### src/rtl/kbc_pkg.sv
package kbc_pkg;
  localparam int BYTE_W = 8;

  localparam logic [7:0] CMD_RD_CFG    = 8'h20;
  localparam logic [7:0] CMD_WR_CFG    = 8'h60;
  localparam logic [7:0] CMD_AUX_OFF   = 8'hA7;
  localparam logic [7:0] CMD_AUX_ON    = 8'hA8;
  localparam logic [7:0] CMD_SELFTEST  = 8'hAA;
  localparam logic [7:0] CMD_KBD_OFF   = 8'hAD;
  localparam logic [7:0] CMD_KBD_ON    = 8'hAE;
  localparam logic [7:0] CMD_RD_OPORT  = 8'hD0;
  localparam logic [7:0] CMD_WR_OPORT  = 8'hD1;
  localparam logic [7:0] CMD_LOOPBACK  = 8'hD2;
  localparam logic [3:0] CMD_PULSE_HI  = 4'hF;

  localparam logic [7:0] SELFTEST_PASS = 8'h55;
  localparam int         KBD_INH_BIT   = 4;
  localparam int         AUX_INH_BIT   = 5;
  localparam int         IRQ_EN_BIT    = 0;
  localparam int         SYS_FLAG_BIT  = 2;

  typedef enum logic [1:0] {
    OB_CFG,
    OB_SELFTEST,
    OB_OPORT,
    OB_INBUF
  } obSrc_e;

  typedef enum logic [1:0] {
    PEND_NONE,
    PEND_CFG,
    PEND_OPORT,
    PEND_LOOP
  } pend_e;

  typedef struct packed {
    logic              ibfClear;
    logic              obLoad;
    obSrc_e            obSrc;
    logic              cfgLoad;
    logic              cfgSet;
    logic              cfgClr;
    logic [BYTE_W-1:0] cfgMask;
    logic              opLoad;
    logic              kbdSend;
    logic              pulseStart;
    logic [3:0]        pulseMask;
  } ctlStrb_t;
endpackage

### src/rtl/kbc_ctrl.sv
module kbc_ctrl
  import kbc_pkg::*;
(
  input  logic              clk,
  input  logic              rstN,
  input  logic              ibf,
  input  logic              cmdFlag,
  input  logic [BYTE_W-1:0] inBuf,
  output ctlStrb_t          strb
);
  pend_e pend, pendNext;

  always_comb begin
    strb       = '0;
    strb.obSrc = OB_CFG;
    pendNext   = pend;
    if (ibf) begin
      strb.ibfClear = 1'b1;
      pendNext      = PEND_NONE;
      if (cmdFlag) begin
        if (inBuf[7:4] == CMD_PULSE_HI) begin
          strb.pulseStart = 1'b1;
          strb.pulseMask  = ~inBuf[3:0];
        end else begin
          case (inBuf)
            CMD_RD_CFG:   begin strb.obLoad = 1'b1; strb.obSrc = OB_CFG; end
            CMD_WR_CFG:   pendNext = PEND_CFG;
            CMD_SELFTEST: begin strb.obLoad = 1'b1; strb.obSrc = OB_SELFTEST; end
            CMD_KBD_OFF:  begin strb.cfgSet = 1'b1; strb.cfgMask[KBD_INH_BIT] = 1'b1; end
            CMD_KBD_ON:   begin strb.cfgClr = 1'b1; strb.cfgMask[KBD_INH_BIT] = 1'b1; end
            CMD_AUX_OFF:  begin strb.cfgSet = 1'b1; strb.cfgMask[AUX_INH_BIT] = 1'b1; end
            CMD_AUX_ON:   begin strb.cfgClr = 1'b1; strb.cfgMask[AUX_INH_BIT] = 1'b1; end
            CMD_RD_OPORT: begin strb.obLoad = 1'b1; strb.obSrc = OB_OPORT; end
            CMD_WR_OPORT: pendNext = PEND_OPORT;
            CMD_LOOPBACK: pendNext = PEND_LOOP;
            default:      ;
          endcase
        end
      end else begin
        case (pend)
          PEND_CFG:   strb.cfgLoad = 1'b1;
          PEND_OPORT: strb.opLoad  = 1'b1;
          PEND_LOOP:  begin strb.obLoad = 1'b1; strb.obSrc = OB_INBUF; end
          default:    strb.kbdSend = 1'b1;
        endcase
      end
    end
  end

  always_ff @(posedge clk) begin
    if (!rstN) pend <= PEND_NONE;
    else       pend <= pendNext;
  end


  pend_change_chk: assert property (@(posedge clk) disable iff (!rstN)
    (pend != $past(pend)) |-> $past(ibf));


  one_action_chk: assert property (@(posedge clk) disable iff (!rstN)
    $countones({strb.obLoad, strb.cfgLoad, strb.opLoad, strb.kbdSend}) <= 1);
endmodule

### src/rtl/kbc_datapath.sv
module kbc_datapath
  import kbc_pkg::*;
#(
  parameter int              PULSE_CYCLES = 600,
  parameter logic [BYTE_W-1:0] CFG_RST    = 8'h00,
  parameter logic [BYTE_W-1:0] OPORT_RST  = 8'h01
) (
  input  logic              clk,
  input  logic              rstN,
  input  logic              cpuWr,
  input  logic              cpuRd,
  input  logic              cpuSelCmd,
  input  logic [BYTE_W-1:0] cpuWdata,
  output logic [BYTE_W-1:0] cpuRdata,
  input  logic              devValid,
  input  logic [BYTE_W-1:0] devData,
  input  ctlStrb_t          strb,
  output logic              ibf,
  output logic              cmdFlag,
  output logic [BYTE_W-1:0] inBuf,
  output logic              kbdTxValid,
  output logic [BYTE_W-1:0] kbdTxData,
  output logic              irq,
  output logic              sysResetN,
  output logic              gateA20,
  output logic              kbdInhibit,
  output logic              auxInhibit
);
  localparam int CNT_W = $clog2(PULSE_CYCLES + 1);

  logic              obf;
  logic [BYTE_W-1:0] outBuf, obNext, cfgByte, outPort, statusByte;
  logic [CNT_W-1:0]  pulseCnt;
  logic [3:0]        pulseBits;
  logic              pulseOn, wrAccept, dataRead;

  assign wrAccept = cpuWr && !ibf;
  assign dataRead = cpuRd && !cpuSelCmd;

  always_ff @(posedge clk) begin
    if (!rstN) begin
      ibf     <= 1'b0;
      cmdFlag <= 1'b0;
      inBuf   <= '0;
    end else if (wrAccept) begin
      ibf     <= 1'b1;
      cmdFlag <= cpuSelCmd;
      inBuf   <= cpuWdata;
    end else if (strb.ibfClear) begin
      ibf     <= 1'b0;
    end
  end

  always_comb begin
    case (strb.obSrc)
      OB_CFG:      obNext = cfgByte;
      OB_SELFTEST: obNext = SELFTEST_PASS;
      OB_OPORT:    obNext = outPort;
      default:     obNext = inBuf;
    endcase
  end

  always_ff @(posedge clk) begin
    if (!rstN) begin
      obf    <= 1'b0;
      outBuf <= '0;
    end else if (strb.obLoad) begin
      obf    <= 1'b1;
      outBuf <= obNext;
    end else if (devValid && !obf) begin
      obf    <= 1'b1;
      outBuf <= devData;
    end else if (dataRead) begin
      obf    <= 1'b0;
    end
  end

  always_ff @(posedge clk) begin
    if (!rstN) begin
      cfgByte <= CFG_RST;
    end else if (strb.cfgLoad) begin
      cfgByte <= inBuf;
    end else if (strb.cfgSet) begin
      cfgByte <= cfgByte | strb.cfgMask;
    end else if (strb.cfgClr) begin
      cfgByte <= cfgByte & ~strb.cfgMask;
    end
  end

  always_ff @(posedge clk) begin
    if (!rstN)            outPort <= OPORT_RST;
    else if (strb.opLoad) outPort <= inBuf;
  end

  always_ff @(posedge clk) begin
    if (!rstN) begin
      kbdTxValid <= 1'b0;
      kbdTxData  <= '0;
    end else begin
      kbdTxValid <= strb.kbdSend;
      if (strb.kbdSend) kbdTxData <= inBuf;
    end
  end

  always_ff @(posedge clk) begin
    if (!rstN) begin
      pulseCnt  <= '0;
      pulseBits <= '0;
    end else if (strb.pulseStart) begin
      pulseCnt  <= CNT_W'(PULSE_CYCLES);
      pulseBits <= strb.pulseMask;
    end else if (pulseCnt != '0) begin
      pulseCnt  <= pulseCnt - 1'b1;
    end
  end

  assign pulseOn    = (pulseCnt != '0);
  assign statusByte = {4'b0000, cmdFlag, cfgByte[SYS_FLAG_BIT], ibf, obf};
  assign cpuRdata   = cpuSelCmd ? statusByte : outBuf;
  assign irq        = obf && cfgByte[IRQ_EN_BIT];
  assign sysResetN  = outPort[0] && !(pulseOn && pulseBits[0]);
  assign gateA20    = outPort[1] && !(pulseOn && pulseBits[1]);
  assign kbdInhibit = cfgByte[KBD_INH_BIT];
  assign auxInhibit = cfgByte[AUX_INH_BIT];


  in_accept_chk: assert property (@(posedge clk) disable iff (!rstN)
    (cpuWr && !ibf) |=> (ibf && cmdFlag == $past(cpuSelCmd)));


  busy_write_chk: assert property (@(posedge clk) disable iff (!rstN)
    (cpuWr && ibf) |=> $stable(inBuf));


  read_empty_chk: assert property (@(posedge clk) disable iff (!rstN)
    (dataRead && obf && !strb.obLoad) |=> !obf);


  full_hold_chk: assert property (@(posedge clk) disable iff (!rstN)
    (obf && !strb.obLoad) |=> $stable(outBuf));


  cfg_source_chk: assert property (@(posedge clk) disable iff (!rstN)
    !$stable(cfgByte) |-> $past(ibf));


  fwd_origin_chk: assert property (@(posedge clk) disable iff (!rstN)
    kbdTxValid |-> ($past(ibf) && !$past(cmdFlag)));
endmodule

### src/rtl/kbc_host_regs.sv
module kbc_host_regs
  import kbc_pkg::*;
#(
  parameter int              PULSE_CYCLES = 600,
  parameter logic [7:0]      CFG_RST      = 8'h00,
  parameter logic [7:0]      OPORT_RST    = 8'h01
) (
  input  logic       clk,
  input  logic       rstN,
  input  logic       cpuWr,
  input  logic       cpuRd,
  input  logic       cpuSelCmd,
  input  logic [7:0] cpuWdata,
  output logic [7:0] cpuRdata,
  input  logic       devValid,
  input  logic [7:0] devData,
  output logic       kbdTxValid,
  output logic [7:0] kbdTxData,
  output logic       irq,
  output logic       sysResetN,
  output logic       gateA20,
  output logic       kbdInhibit,
  output logic       auxInhibit
);
  ctlStrb_t          strb;
  logic              ibf, cmdFlag;
  logic [BYTE_W-1:0] inBuf;

  kbc_ctrl i_ctrl (
    .clk     (clk),
    .rstN    (rstN),
    .ibf     (ibf),
    .cmdFlag (cmdFlag),
    .inBuf   (inBuf),
    .strb    (strb)
  );

  kbc_datapath #(
    .PULSE_CYCLES (PULSE_CYCLES),
    .CFG_RST      (CFG_RST),
    .OPORT_RST    (OPORT_RST)
  ) i_dp (
    .clk        (clk),
    .rstN       (rstN),
    .cpuWr      (cpuWr),
    .cpuRd      (cpuRd),
    .cpuSelCmd  (cpuSelCmd),
    .cpuWdata   (cpuWdata),
    .cpuRdata   (cpuRdata),
    .devValid   (devValid),
    .devData    (devData),
    .strb       (strb),
    .ibf        (ibf),
    .cmdFlag    (cmdFlag),
    .inBuf      (inBuf),
    .kbdTxValid (kbdTxValid),
    .kbdTxData  (kbdTxData),
    .irq        (irq),
    .sysResetN  (sysResetN),
    .gateA20    (gateA20),
    .kbdInhibit (kbdInhibit),
    .auxInhibit (auxInhibit)
  );
endmodule

### config.mk
export PLATFORM = sky130hd
export DESIGN_NAME = kbc_host_regs
export DESIGN_NICKNAME = d
export VERILOG_FILES = /design/src/rtl/kbc_pkg.sv /design/src/rtl/kbc_ctrl.sv /design/src/rtl/kbc_datapath.sv /design/src/rtl/kbc_host_regs.sv
export SDC_FILE = /design/constraint.sdc
export NUM_CORES = 1
export LEC_CHECK = 0
export BUFFER_PORTS_ARGS = -buffer_cell sky130_fd_sc_hd__buf_2
export CAP_MARGIN = 10
export CORE_MARGIN = 3
export CORE_UTILIZATION = 60
export DETAILED_ROUTE_END_ITERATION = 6
export GPL_TIMING_DRIVEN = 0
export PLACE_DENSITY = 0.81
export SLEW_MARGIN = 30
export SYNTH_ARGS = -nofsm -noshare
export SYNTH_HDL_FRONTEND = slang
export SYNTH_SLANG_ARGS = --single-unit
### constraint.sdc
create_clock -name clk -period 4.27 [get_ports clk]
set_clock_uncertainty 0.05 [all_clocks]
set_input_delay 0.2135 -clock clk [delete_from_list [all_inputs] [get_ports clk]]
set_output_delay 0.2135 -clock clk [all_outputs]
set_load 0.03 [all_outputs]
==> impl_metrics.json <==
{
  "io_pins": 44,
  "wl_per_cell_um": 15.8,
  "synthArstFlopShare_pct": 0,
  "hpwl_mm": 4.83,
  "hold_class": "primary input to flip-flop",
  "fp.dieW_um": 74.3,
  "core_sq_um": 4410,
  "hold_slack_ns": 0.0632,
  "track_usage_pct": 27.6,
  "drive_above_1_share_pct": 18.9,
  "start_util_pct": 63.4,
  "clkSlewWorstSetupHoldPaths_ns": 0.06,
  "syn-num-nets": 365,
  "dpl_cell_area_sq_um": 3070,
  "fin_nets": 418,
  "tns_ns": 0,
  "wl_mm": 7.11,
  "n_fill_cell": 354,
  "leakagePower_nw": 1.25,
  "synth_ff_type": "dfxtp_1",
  "synth_area_sq_um": 2800,
  "rows": 24,
  "synthSimpleGateAreaFrac_pct": 26.5,
  "required_ns": 4.01,
  "power_density_nw_per_um2": 464,
  "synth-adder-area-share_pct": 0.895,
  "n_antenna_cell": 0,
  "hold_viol": 0,
  "cp_max_fo": 5,
  "clk_path_buf_depth": 2,
  "drv_slew": 0,
  "status": "finished, final reports clean",
  "post-cts-setup-buffers": 0,
  "htreeDepth": 3,
  "finalPower_mw": 1.50,
  "design_area_sq_um": 3220,
  "drc": 0,
  "drv_cap": 0,
  "ys_warn_count": 0,
  "vias": 2694,
  "die_area_sq_um": 5520,
  "finalCritPeriodShare_pct": 61.4,
  "cts_tree": "built",
  "cts_buffers": 9,
  "clk_latency_ns": 0.34,
  "cp.arrival_ns": 2.36,
  "syn_to_final_growth_pct": 15.3,
  "synth_top_family_by_area": "simple AND/OR/NAND/NOR gates",
  "drt_iter0_markers": 278,
  "avgSynthCellArea_sq_um": 8.20,
  "fmax_ghz": 0.381,
  "port_buffers": 42,
  "yosysSeqAreaShare_pct": 41.5,
  "setup_viol": 0,
  "post_cts_resized": 0,
  "fin_ws_ns": 1.65,
  "yosys_register_bits": 58,
  "dp_cells": 435,
  "worstHoldPathCells": 3,
  "synth_xor_area_share_pct": 1.25,
  "startpoint_type": "flip-flop",
  "postCtsHoldBufs": 0,
  "antenna_left": 0,
  "drt-vias-per-instance": 6.00,
  "grt_max_degree": 11,
  "antenna_found_initial": 0,
  "clockRootBuffer": "clkbuf_8",
  "yosysUniqueCellTypes": 51,
  "die_y_um": 74.3,
  "dp_slack_ns": 2.03,
  "first_global_vias": 2442,
  "final_util_pct": 73.0,
  "synth_area_leader_cell": "dfxtp_1",
  "tightest_slew_ns": 0.968,
  "synth_top_area_share_pct": 41.5,
  "stdcell_count": 449,
  "first_pass_iters": 5,
  "ir_drop_mv": 0.297,
  "end_kind": "output port",
  "rsz0062_at_grt": "no",
  "grt_pass1_wl_mm": 11.5,
  "synth_compound_area_share_pct": 19.6,
  "max-slew-margin-rel_pct": 35.3,
  "overflow": 0,
  "syn_inst": 341,
  "synth_mux_area_share_pct": 5.19,
  "gp_congestion": 0.912,
  "yosys-top-cells-area": "dfxtp_1 (42%), nand2_1 (10%), a21oi_1 (8.4%)",
  "cts_sinks": 58,
  "reg2reg_depth": 7,
  "path_class": "flip-flop to output port",
  "synth_edf_count": 0,
  "min_period_ns": 2.62
}
## cell families (layout without fill, tap and decap cells)
kind of cell / Yosys count / count (layout)
AND/OR/NAND/NOR: 149 / 149
AO/OA/AOI/OAI: 83 / 83
flip-flops: 58 / 58
buffers and inverters: 31 / 87
multiplexers: 14 / 14
XOR/XNOR: 4 / 4
adder cells (fa/ha/maj): 2 / 2
## critical path: stages, from the launching register on
cell	delay (ns)
dfxtp_1	0.31
inv_1	0.13
ha_1	0.16
nor4b_1	0.64
nand2_1	0.30
a21boi_0	0.25
buf_2	0.23
## area by class of cell
| type | instances | area, sq um | share of cell area [%] |
|---|---|---|---|
| plain buffers | 25 | 119 | 3.69 |
| clock buffers | 14 | 153 | 4.73 |
| inverters | 6 | 22.5 | 0.698 |
| multi-input cells | 252 | 1490 | 46.3 |
| flip-flops and latches | 58 | 1160 | 36.0 |
| well taps | 52 | 65.1 | 2.02 |
| repair buffers | 42 | 210 | 6.52 |
## synthesized netlist by cell type, drive strengths merged (3+ instances only)
library cell,n
nand2,75
dfxtp,58
a21oi,48
nor2,18
clkbuf,16
a221oi,14
mux2i,10
buf,9
and2,6
inv,6
nand3,6
nor2b,6
nor3,6
o21ai,6
nand2b,5
or2,5
or3,5
mux2,4
xnor2,4
a21boi,3
a22oi,3
and4b,3
nor3b,3
nor4,3
## registers in the layout (all words and copies together), names as in the netlist, named ones only
signal and count:
i_dp.kbdTxData 8, i_dp.pulseCnt 10, i_dp.outBuf 8, i_dp.obf 1
i_dp.pulseBits 2, i_dp.outPort 8, i_ctrl.pend 2, i_dp.ibf 1
i_dp.kbdTxValid 1, i_dp.cmdFlag 1, i_dp.cfgByte 6, i_dp.inBuf 8
## placed cells by master (no fill, tap or decap), types with 4 or more instances in the layout
master | netlist | final
nor2_1 | 17 | 17
a21oi_1 | 47 | 47
mux2_2 | 4 | 4
nand2_1 | 75 | 75
o21ai_0 | 6 | 6
or3_1 | 5 | 5
dfxtp_1 | 58 | 58
clkbuf_1 | 16 | 20
a221oi_1 | 13 | 13
nand3_1 | 6 | 6
nor3_1 | 6 | 6
and2_1 | 5 | 5
buf_2 | 5 | 47
nor2b_1 | 6 | 6
xnor2_1 | 4 | 4
mux2i_1 | 10 | 10
nand2b_1 | 5 | 5
clkbuf_8 | 0 | 10
inv_1 | 6 | 6
## report_power, final
part,leakage [nW],total (mW),switching (mW),internal (mW)
clock network,0.0766,0.419,0.198,0.221
registers,0.473,0.656,0.0542,0.602
logic,0.702,0.421,0.243,0.178
total,1.25,1.50,0.496,1.00
## worst paths after layout
check,from,to,slack (ns)
worst max-delay path,i_dp.pulseCnt[0],gateA20,1.65
worst min-delay path,cpuWdata[4],i_dp.inBuf[4],0.06
worst min register to register,i_dp.outPort[4],i_dp.outPort[4],0.41
worst max register to register,i_dp.pulseCnt[0],i_dp.pulseCnt[6],1.97
## metal layers
metal  global-route usage [%]  share of wire, %  vias to the layer above  wire, um
li1                         -                 -                     1299         -
met1                     36.0                43                     1254      3090
met2                     43.2                46                      118      3240
met3                     5.54               8.1                       23       579
met4                     15.0               2.8                        0       200
met5                        0                 0                        -         0
Note: power is estimated with default switching activity, not from simulation.
